**config.mk**
```make
export PLATFORM = sky130hd
export DESIGN_NAME = byte_ring_fifo
export DESIGN_NICKNAME = d
export VERILOG_FILES = /design/src/rtl/ring_fifo_pkg.sv /design/src/rtl/ring_store.sv /design/src/rtl/ring_ctrl.sv /design/src/rtl/tx_len_track.sv /design/src/rtl/byte_ring_fifo.sv
export SDC_FILE = /design/constraint.sdc
export NUM_CORES = 1
export LEC_CHECK = 0
export ABC_AREA = 1
export BUFFER_PORTS_ARGS = -buffer_cell sky130_fd_sc_hd__buf_4
export CAP_MARGIN = 30
export CORE_MARGIN = 4
export CORE_UTILIZATION = 64
export DETAILED_ROUTE_END_ITERATION = 16
export PLACE_DENSITY_LB_ADDON = 0.08
export RECOVER_POWER = 100
export SYNTH_ARGS = -nofsm -noshare
export SYNTH_HDL_FRONTEND = slang
export SYNTH_SLANG_ARGS = --single-unit
```
**constraint.sdc**
```tcl
create_clock -name clk -period 5.1 [get_ports clk]
set_input_delay 0.51 -clock clk [delete_from_list [all_inputs] [get_ports clk]]
set_output_delay 0.51 -clock clk [all_outputs]
set_load 0.01 [all_outputs]
```
**src/rtl/ring_fifo_pkg.sv**
```systemverilog
`timescale 1ns/1ps
package ring_fifo_pkg;
  // What happened to the fill level in one cycle
  typedef enum logic [1:0] {
    LVL_HOLD = 2'b00,
    LVL_DOWN = 2'b01,
    LVL_UP   = 2'b10,
    LVL_SWAP = 2'b11
  } lvl_move_e;
endpackage

```
**src/rtl/ring_store.sv**
```systemverilog
`timescale 1ns/1ps
// Byte storage with a registered read port, written so it maps to block RAM
module ring_store #(
  parameter int DEPTH = 12,
  parameter int DW    = 8,
  localparam int AW   = $clog2(DEPTH)
) (
  input  logic          clk,
  input  logic          rst,
  input  logic          we,
  input  logic [AW-1:0] waddr,
  input  logic [DW-1:0] wdata,
  input  logic          re,
  input  logic [AW-1:0] raddr,
  input  logic          void_rd,
  output logic [DW-1:0] rdata
);
  logic [DW-1:0] mem [DEPTH];
  logic [DW-1:0] q;
  logic          zero_q;

  always_ff @(posedge clk) begin
    if (we) mem[waddr] <= wdata;
  end

  always_ff @(posedge clk) begin
    if (re) q <= mem[raddr];
  end

  // Marks the output as zero after reset or after a pop on an empty queue
  always_ff @(posedge clk) begin
    if (rst)               zero_q <= 1'b1;
    else if (re | void_rd) zero_q <= void_rd;
  end

  assign rdata = zero_q ? '0 : q;
endmodule

```
**src/rtl/ring_ctrl.sv**
```systemverilog
`timescale 1ns/1ps
// Pointers, fill counter and level flags of the ring
module ring_ctrl
  import ring_fifo_pkg::*;
#(
  parameter int DEPTH     = 12,
  parameter int HIGH_MARK = 9,
  parameter int LOW_MARK  = 3,
  localparam int AW       = $clog2(DEPTH),
  localparam int CW       = $clog2(DEPTH + 1)
) (
  input  logic          clk,
  input  logic          rst,
  input  logic          push,
  input  logic          pop,
  input  logic          clr,
  output logic          wr_fire,
  output logic          rd_fire,
  output logic          rd_void,
  output logic [AW-1:0] waddr,
  output logic [AW-1:0] raddr,
  output logic [CW-1:0] count,
  output logic          flag_high,
  output logic          flag_low,
  output logic          flag_ovf,
  output logic          high_rise
);
  localparam logic [CW-1:0] FULL_C = CW'(DEPTH);
  localparam logic [CW-1:0] HI_C   = CW'(HIGH_MARK);
  localparam logic [CW-1:0] LO_C   = CW'(LOW_MARK);
  localparam logic [AW-1:0] LAST_C = AW'(DEPTH - 1);

  logic [AW-1:0] wptr, rptr;
  logic [CW-1:0] cnt, cnt_nxt;
  logic          is_full, is_empty, ovf_hit;
  lvl_move_e     move;

  function automatic logic [AW-1:0] ring_next(input logic [AW-1:0] p);
    return (p == LAST_C) ? '0 : p + AW'(1);
  endfunction

  always_comb begin
    is_full  = (cnt == FULL_C);
    is_empty = (cnt == '0);
    wr_fire  = push & ~is_full  & ~clr;
    rd_fire  = pop  & ~is_empty & ~clr;
    rd_void  = pop  &  is_empty & ~clr;
    ovf_hit  = push &  is_full  & ~clr;
    move     = lvl_move_e'({wr_fire, rd_fire});
    unique case (move)
      LVL_UP:   cnt_nxt = cnt + CW'(1);
      LVL_DOWN: cnt_nxt = cnt - CW'(1);
      default:  cnt_nxt = cnt;
    endcase
    if (clr) cnt_nxt = '0;
    high_rise = (cnt_nxt >= HI_C) & ~flag_high;
  end

  always_ff @(posedge clk) begin
    if (rst) begin
      wptr      <= '0;
      rptr      <= '0;
      cnt       <= '0;
      flag_high <= 1'b0;
      flag_low  <= 1'b1;
      flag_ovf  <= 1'b0;
    end else begin
      if (clr) begin
        wptr <= '0;
        rptr <= '0;
      end else begin
        if (wr_fire) wptr <= ring_next(wptr);
        if (rd_fire) rptr <= ring_next(rptr);
      end
      cnt       <= cnt_nxt;
      flag_high <= (cnt_nxt >= HI_C);
      flag_low  <= (cnt_nxt <= LO_C);
      if (clr)          flag_ovf <= 1'b0;
      else if (ovf_hit) flag_ovf <= 1'b1;
    end
  end

  assign waddr = wptr;
  assign raddr = rptr;
  assign count = cnt;
endmodule

```
**src/rtl/tx_len_track.sv**
```systemverilog
`timescale 1ns/1ps
// Counts drained bytes against a programmed length with optional partial byte
module tx_len_track #(
  parameter int LEN_W  = 12,
  parameter int PART_W = 3
) (
  input  logic              clk,
  input  logic              rst,
  input  logic              len_wr,
  input  logic [LEN_W-1:0]  len_bytes,
  input  logic [PART_W-1:0] len_bits,
  input  logic              start,
  input  logic              drain,
  output logic              done
);
  localparam int RW = LEN_W + 1;

  logic [LEN_W-1:0]  len_b;
  logic [PART_W-1:0] len_p;
  logic [RW-1:0]     total, rem;
  logic              busy;

  always_comb begin
    total = {1'b0, len_b} + RW'(len_p != '0);
    if (start) done = (total == '0);
    else       done = busy & drain & (rem == RW'(1));
  end

  always_ff @(posedge clk) begin
    if (rst) begin
      len_b <= '0;
      len_p <= '0;
      rem   <= '0;
      busy  <= 1'b0;
    end else begin
      if (len_wr) begin
        len_b <= len_bytes;
        len_p <= len_bits;
      end
      if (start) begin
        rem  <= total;
        busy <= (total != '0);
      end else if (busy && drain) begin
        rem <= rem - RW'(1);
        if (rem == RW'(1)) busy <= 1'b0;
      end
    end
  end
endmodule

```
**src/rtl/byte_ring_fifo.sv**
```systemverilog
`timescale 1ns/1ps
module byte_ring_fifo #(
  parameter int          DEPTH     = 12,
  parameter int          DW        = 8,
  parameter int          HIGH_MARK = 9,
  parameter int          LOW_MARK  = 3,
  parameter int          LEN_W     = 12,
  parameter int          PART_W    = 3,
  parameter logic [7:0]  CLR_CODE  = 8'h0F,
  localparam int         CW        = $clog2(DEPTH + 1)
) (
  input  logic              clk,
  input  logic              rst,
  input  logic              push,
  input  logic [DW-1:0]     push_data,
  input  logic              pop,
  output logic [DW-1:0]     pop_data,
  input  logic              cmd_valid,
  input  logic [7:0]        cmd_code,
  input  logic              len_wr,
  input  logic [LEN_W-1:0]  len_bytes,
  input  logic [PART_W-1:0] len_bits,
  input  logic              tx_start,
  input  logic              rx_active,
  input  logic              rx_end,
  input  logic              irq_clr,
  output logic [CW-1:0]     fill_count,
  output logic              flag_high,
  output logic              flag_low,
  output logic              flag_ovf,
  output logic              irq_tx,
  output logic              irq_rx_high,
  output logic              irq_rx_end,
  output logic              irq
);
  localparam int AW = $clog2(DEPTH);

  logic          clr, wr_fire, rd_fire, rd_void, high_rise, tx_done;
  logic [AW-1:0] waddr, raddr;
  logic          nxt_tx, nxt_hi, nxt_end;

  assign clr = cmd_valid && (cmd_code == CLR_CODE);

  ring_ctrl #(.DEPTH(DEPTH), .HIGH_MARK(HIGH_MARK), .LOW_MARK(LOW_MARK)) u_ctrl (
    .clk(clk), .rst(rst), .push(push), .pop(pop), .clr(clr),
    .wr_fire(wr_fire), .rd_fire(rd_fire), .rd_void(rd_void),
    .waddr(waddr), .raddr(raddr), .count(fill_count),
    .flag_high(flag_high), .flag_low(flag_low), .flag_ovf(flag_ovf),
    .high_rise(high_rise)
  );

  ring_store #(.DEPTH(DEPTH), .DW(DW)) u_store (
    .clk(clk), .rst(rst), .we(wr_fire), .waddr(waddr), .wdata(push_data),
    .re(rd_fire), .raddr(raddr), .void_rd(rd_void), .rdata(pop_data)
  );

  tx_len_track #(.LEN_W(LEN_W), .PART_W(PART_W)) u_txlen (
    .clk(clk), .rst(rst), .len_wr(len_wr), .len_bytes(len_bytes),
    .len_bits(len_bits), .start(tx_start), .drain(rd_fire), .done(tx_done)
  );

  // New events win over an acknowledge in the same cycle
  always_comb begin
    nxt_tx  = (irq_tx      & ~irq_clr) | tx_done;
    nxt_hi  = (irq_rx_high & ~irq_clr) | (high_rise & rx_active);
    nxt_end = (irq_rx_end  & ~irq_clr) | rx_end;
  end

  always_ff @(posedge clk) begin
    if (rst) begin
      irq_tx      <= 1'b0;
      irq_rx_high <= 1'b0;
      irq_rx_end  <= 1'b0;
      irq         <= 1'b0;
    end else begin
      irq_tx      <= nxt_tx;
      irq_rx_high <= nxt_hi;
      irq_rx_end  <= nxt_end;
      irq         <= nxt_tx | nxt_hi | nxt_end;
    end
  end
endmodule

```
# Word level (Yosys, flattened, before mapping)

Memory sizes are Yosys's and may differ from the RTL's. A register that Yosys moved wholly into a read port is not among the register bits.
Index checks and enable logic that the tools add are counted.

Reduce and logical (&&, ||, !) cells: 10
Multiplexer cells: 13
Equality and inequality tests: 7
Bitwise logic cells: 26
$add $sub $neg: 6
$lt $le $gt $ge: 2

Operator list:

| cell                  | count |
|---|---|
| $mux 13               | 2 |
| $and 1x1->1           | 15 |
| $add 12x1->13         | 1 |
| $eq 13x1->1 const B   | 1 |
| $logic_not 13->1      | 1 |
| $reduce_bool 13->1    | 1 |
| $sub 13x1->13 const B | 1 |
| $add 4x1->4 const B   | 3 |
| $eq 4x4->1 const B    | 3 |
| $mux 4                | 3 |
| $eq 8x4->1 const B    | 1 |
| $mux 8                | 1 |
| $pmux 4 s2            | 1 |
| $mux 1                | 6 |
| $or 1x1->1            | 6 |
| $not 1->1             | 5 |
| $ge 4x4->1 const B    | 1 |
| $le 4x2->1 const B    | 1 |
| $logic_not 4->1       | 1 |
| $reduce_bool 2->1     | 2 |
| $sub 4x1->4 const B   | 1 |
| $reduce_bool 3->1     | 1 |
| $eq 2x1->1 const B    | 1 |
| $eq 2x2->1 const B    | 1 |
| 3 further kinds       | 4 |

Output and inout port bits: 19
RAM bits: 96
Bits in registers: 49
Memories kept: 1
Logic and storage cells: 80

Memories:

| name        | words | bits a word | rd ports | clocked after memory_dff | write ports | line             | source |
|---|---|---|---|---|---|---|---|
| u_store.mem | 12    | 8           | 1        | 1                        | 1           | ring_store.sv:18 | `logic [DW-1:0] mem [DEPTH];` |

# Longest topological paths before layout

Depth in word-level cells: 13
Mapped depth: 22

# By module

Synthesis repeated with hierarchy kept, for this count alone.

Cells, all modules: 829
Area total of the unflattened synthesis: 7317.0 um2

By module, submodules not included:

| module         | times used | cells each | area each (um2) | sequential area each (um2) |
|---|---|---|---|---|
| ring_store     | 1          | 410        | 4474.3          | 3143.0 |
| tx_len_track   | 1          | 271        | 1751.7          | 580.6 |
| ring_ctrl      | 1          | 120        | 884.6           | 300.3 |
| byte_ring_fifo | 1          | 28         | 206.4           | 80.1 |

# Worst setup path before layout

No wires, ideal clock.

Kind: input -> register
From: input cmd_code[5]
To: register irq
Slack: 2459 ps
Data arrival time: 2527 ps
Setup time: 114 ps
Buffers on the path: 1
Cell stages on the path: 21
Path through: nor2_1 > nand3_1 > nor2_1 > inv_2 > nand3b_4 > buf_2 > ha_1 > nand2_1 > inv_1 > nor2_1 > ha_1 > a21oi_1 > inv_1 > nand2_1 > nand3_1 > nand2_1 > nand2_1 > nand4_1 > nand2_1 > nor2_1 > nand2_1

Cells in the longest elaborated chain, start to end: 13

RTL lines:

| item                                     | line                             | source |
|---|---|---|
| from (decl)                              | byte_ring_fifo.sv:19             | `input logic [7:0] cmd_code,` |
| $eq 8x4->1 *                             | byte_ring_fifo.sv:42             | `assign clr = cmd_valid && (cmd_code == CLR_CODE);` |
| $logic_and 1x1->1 *                      | byte_ring_fifo.sv:42             |  |
| $not 1->1                                | ring_ctrl.sv:45, ring_ctrl.sv:46 |  |
| $and 1x1->1 (on tied branches)           | ring_ctrl.sv:46, ring_ctrl.sv:45 |  |
| $eq 2x1->1 or $eq 2x2->1 (tied branches) | ring_ctrl.sv:50                  | `unique case (move)` |
| $pmux 4 s2                               | ring_ctrl.sv:50                  |  |
| $mux 4                                   | ring_ctrl.sv:55                  | `if (clr) cnt_nxt = '0;` |
| $ge 4x4->1                               | ring_ctrl.sv:56                  | `high_rise = (cnt_nxt >= HI_C) & ~flag_high;` |
| $and 1x1->1                              | ring_ctrl.sv:56                  |  |
| $and 1x1->1                              | byte_ring_fifo.sv:65             | `nxt_hi = (irq_rx_high & ~irq_clr) \| (high_rise & rx_active);` |
| $or 1x1->1                               | byte_ring_fifo.sv:65             |  |
| $or 1x1->1 * (2 in a row)                | byte_ring_fifo.sv:79             | `irq <= nxt_tx \| nxt_hi \| nxt_end;` |
| to (signal assigned)                     | byte_ring_fifo.sv:79             |  |
| to (decl)                                | byte_ring_fifo.sv:34             | `output logic irq` |

Every way passes the cells marked *; elsewhere a longest branch is shown, timed or not.
A chain may end at the register's enable or synchronous reset.

# Final worst setup path

From: register u_ctrl.cnt[1], in the netlist u_ctrl.count[1]
To: register irq

Cells in the longest elaborated chain, start to end: 13

RTL lines:

| item                                          | line                             | source |
|---|---|---|
| from (decl)                                   | ring_ctrl.sv:34                  | `logic [CW-1:0] cnt, cnt_nxt;` |
| from (signal assigned)                        | ring_ctrl.sv:75                  | `cnt <= cnt_nxt;` |
| $eq 4x4->1 or $logic_not 4->1 (tied branches) | ring_ctrl.sv:43, ring_ctrl.sv:44 |  |
| $not 1->1 (on tied branches)                  | ring_ctrl.sv:45, ring_ctrl.sv:46 |  |
| $and 1x1->1 (on tied branches) (2 in a row)   | ring_ctrl.sv:45, ring_ctrl.sv:46 |  |
| $eq 2x1->1 or $eq 2x2->1 (tied branches)      | ring_ctrl.sv:50                  |  |
| $pmux 4 s2                                    | ring_ctrl.sv:50                  |  |
| $mux 4                                        | ring_ctrl.sv:55                  |  |
| $ge 4x4->1                                    | ring_ctrl.sv:56                  |  |
| $and 1x1->1                                   | ring_ctrl.sv:56                  |  |
| $and 1x1->1                                   | byte_ring_fifo.sv:65             |  |
| $or 1x1->1                                    | byte_ring_fifo.sv:65             |  |
| $or 1x1->1 * (2 in a row)                     | byte_ring_fifo.sv:79             |  |

Marks and branches as above.

==> key figures <==
Clock network
  – Post-CTS sizing: 0
  – Root Buffer: clkbuf_8
  – CTS buffer count: 17
  – Longest Clk Path Bufs: 2
  – Max H-tree Level: 4
  – CTS tree: yes
  – Skew-Pair Late Insertion Delay: 0.53 ns
  – Clk slew on worst S/H paths: 0.06 ns
  – Clock sink count: ~150
  – Hold buffers post-CTS: 0
  – Post-CTS setup buffer count: 0

Status
  – Outcome: finished, violations left
  – Failing checks: capacitance limit, slew limit

Yosys
  – Synthesized area: 0.006899 mm^2
  – Avg Inst Size Synth: approximately 9.4 um^2
  – Synth Register Bits: 153
  – Post-synthesis cell count: about 730
  – Mapped Nets: 785
  – Register area share after synthesis: 0.5948
  – Synth async-reset ratio: 0
  – Primary FF master, synth: edfxtp_1
  – Post-synth EDFFs: 104
  – Netlist cell types: 40
  – Ys Warns: 0

Worst setup path
  – Crit-path max cell delay: 0.57 ns
  – Crit start category: flip-flop
  – Crit path DAT: 3.56 ns
  – Worst r2r dst: irq
  – CP cell instances: or2_0 -> nor2_1 -> nand3b_1 -> ha_1 -> nand2_1 -> inv_1 -> nor2_1 -> ha_1 -> mux2i_1 -> nand2_1 -> nand2_1 -> nand2_1 -> nand4_1 -> nand2_1 -> nor2_1 -> nand2_1
  – Required time worst endpoint: between 5 and 6 ns
  – CP most frequent cell: nand2_1
  – Origin of the critical flop-to-flop path: u_ctrl.count[1]
  – Number of buffers and inverters on the critical path: 1
  – Critical path class: flip-flop to flip-flop
  – R2R cell count: 16
  – Critical path capture point type: flip-flop
  – Top Family by Delay on Critical Path: simple AND/OR/NAND/NOR gates
  – Reg2reg setup slack: a little under 2 ns
  – Critical-path top delay cell: nand3b_1
  – WP depth: 16
  – Worst-path maximum fanout: 20

Placement
  – Placed insts: approximately 900
  – Port bufs: 59
  – RD Place Congestion: roughly 0.92
  – Placed Area: 0.007442 mm^2
  – Detail Placement HPWL: 9676 um

Floorplan
  – Chip height: 111.8 um
  – Die Area: 0.01250 mm^2
  – Initial Utilization: 0.6623
  – Std-Cell Core Area: 0.01042 mm^2
  – I/O Pins: 60
  – Row cnt: 37
  – Die W: approximately 110 um

Timing
  – Setup TNS: 0 ns
  – Worst-Margin Slew: about 1.6 ns
  – Final period util: 0.6164
  – RSZ-0062 raised after global routing: false
  – Clock skew: 0.009531 ns
  – Final hold viol count: 0
  – Post-route minimum period: approximately 3.1 ns
  – Max-slew violations: 45
  – Max-slew headroom: -0.1034
  – Final-report setup violation count: 0
  – Peak Freq: 318.1 MHz

Drt
  – Initial DRC count: 479
  – DRT Pass-1 Iters: 6
  – Wirelength per Cell: around 16 um
  – Residual DRC: 0
  – Via density per instance: 5.752
  – Routed Wire Length: ~15000 um
  – ANT nets after route: 0
  – Total number of vias: 5367

Global route
  – Largest net degree at the start of global routing: 52
  – Initial antenna violation count: 0
  – Remaining global-route overflow: 0
  – Gr usage total: 0.2495
  – Vias in the first global route: approximately 5k
  – First-pass GRT wire length: 24750 um

Pwr
  – Power per cell area: 454.9 mW/mm^2
  – Worst ir drop on vdd: just under 0.3 mV
  – Leakage power total: 0.002992 uW

Min path
  – Hold path depth: 3
  – Worst hold path type: input pin to flip-flop
  – Worst Hold Launch: len_bits[1]
  – Worst min-delay path endpoint: u_txlen.len_p[1]

Run
  – Max Cap Viol: 5

Cells and area
  – Diodes inserted: 0
  – # fillers: about 750
  – Share of layout cells above drive strength 1: 0.1029
  – P&R area growth vs syn: 13.40%
  – Fin nets: around 840
  – Post-route insts no fill: 933
  – Final instance area: 0.007824 mm^2
[metal layers]
layer,part of all wire,track usage
met5,0,0
met4,0.015,0.08435
met3,0.089,0.05435
met2,0.46,0.3933
met1,0.44,0.3457
[area by class of cell]
type / count / area, um^2 / area share
Tap cell: 136 / 170.2 / 0.02175
Clock inverter: 13 / 146.4 / 0.01871
Multi-Input combinational cell: 483 / 2374 / 0.3034
Inverter: 68 / 255.2 / 0.03262
Clock buffer: 18 / 417.9 / 0.05341
Timing Repair Buffer: 62 / 356.6 / 0.04558
Sequential cell: 153 / 4104 / 0.5245
[sequential cells by signal (all words and copies together) (netlist names), 3 cells and up]
name / flops
u_store.mem: 96
u_txlen.rem: 13
u_txlen.len_b: 12
u_store.q: 8
u_ctrl.count: 4
u_ctrl.raddr: 4
u_ctrl.waddr: 4
u_txlen.len_p: 3
[power breakdown]
group	switching, uW	leakage (uW)	internal, uW
logic	550	0.00138	269
registers	94.0	0.00135	1450
clock network	497	0.000267	699
[tightest hold or removal path: cells and delay by family]
| kind | cells | cell delay, ns |
|---|---|---|
| AND/OR/NAND/NOR | 2 | 0.11 |
| buffers and inverters | 1 | 0.08 |
[cells by family (layout without fill, tap and decap cells)]
group / after synthesis / in the layout / share of synthesized area
simple gates: 297 / 297 / 0.1817
compound gates: 166 / 166 / 0.1351
flops: 153 / 153 / 0.5949
fa+ha+maj: 12 / 12 / 0.02176
xor+xnor: 7 / 7 / 0.008887
buf+inv: 96 / 161 / 0.05622
mux: 1 / 1 / 0.001451
[Yosys cell counts (12+ instances only)]
cell type	instances	area, um^2
nand2_1	106	397.9
dfxtp_1	49	980.9
nor3_1	18	90.09
inv_1	63	236.5
o21ai_0	98	490.5
edfxtp_1	104	3123
ha_1	12	150.1
o22ai_1	16	100.1
nor2_1	121	454.2
a21oi_1	30	150.1
clkbuf_1	18	67.56
nand3_1	30	150.1
[layout by cell type, fill, tap and decap left out, types with 12 or more instances in the layout]
| cell type | instances |
|---|---|
| a21oi_1 | 31 |
| buf_4 | 33 |
| clkbuf_1 | 30 |
| clkbuf_16 | 16 |
| dfxtp_1 | 49 |
| edfxtp_1 | 104 |
| ha_1 | 12 |
| inv_1 | 65 |
| nand2_1 | 108 |
| nand3_1 | 31 |
| nor2_1 | 122 |
| nor3_1 | 18 |
| o21ai_0 | 99 |
| o22ai_1 | 16 |
[per-stage QoR]
| step | hold WS, ns | util | total power (uW) | setup slack, ns |
|---|---|---|---|---|
| floorplan | 0.4532 | - | 2141 | 2.459 |
| global placement | 0.4546 | 0.7145 | 2377 | 2.169 |
| detailed placement | 0.4612 | 0.7145 | 2420 | 1.996 |
| CTS | 0.1975 | 0.7686 | 3606 | 2.216 |
| global route | 0.2169 | 0.7511 | 3756 | 1.653 |
| finish | 0.2062 | 0.7511 | 3559 | 1.956 |
[worst max path at each step]
| stage | from | endpoint | slack, ns |
|---|---|---|---|
| after floorplan | cmd_code[5] | irq | 2.46 |
| after global placement | cmd_code[5] | irq | 2.17 |
| after detailed placement | cmd_code[5] | irq | 2.00 |
| after CTS | u_ctrl.count[1] | irq | 2.22 |
| after global routing | u_ctrl.count[1] | irq | 1.65 |
| final | u_ctrl.count[1] | irq | 1.96 |
No activity file was read; power rests on OpenSTA's default activity.
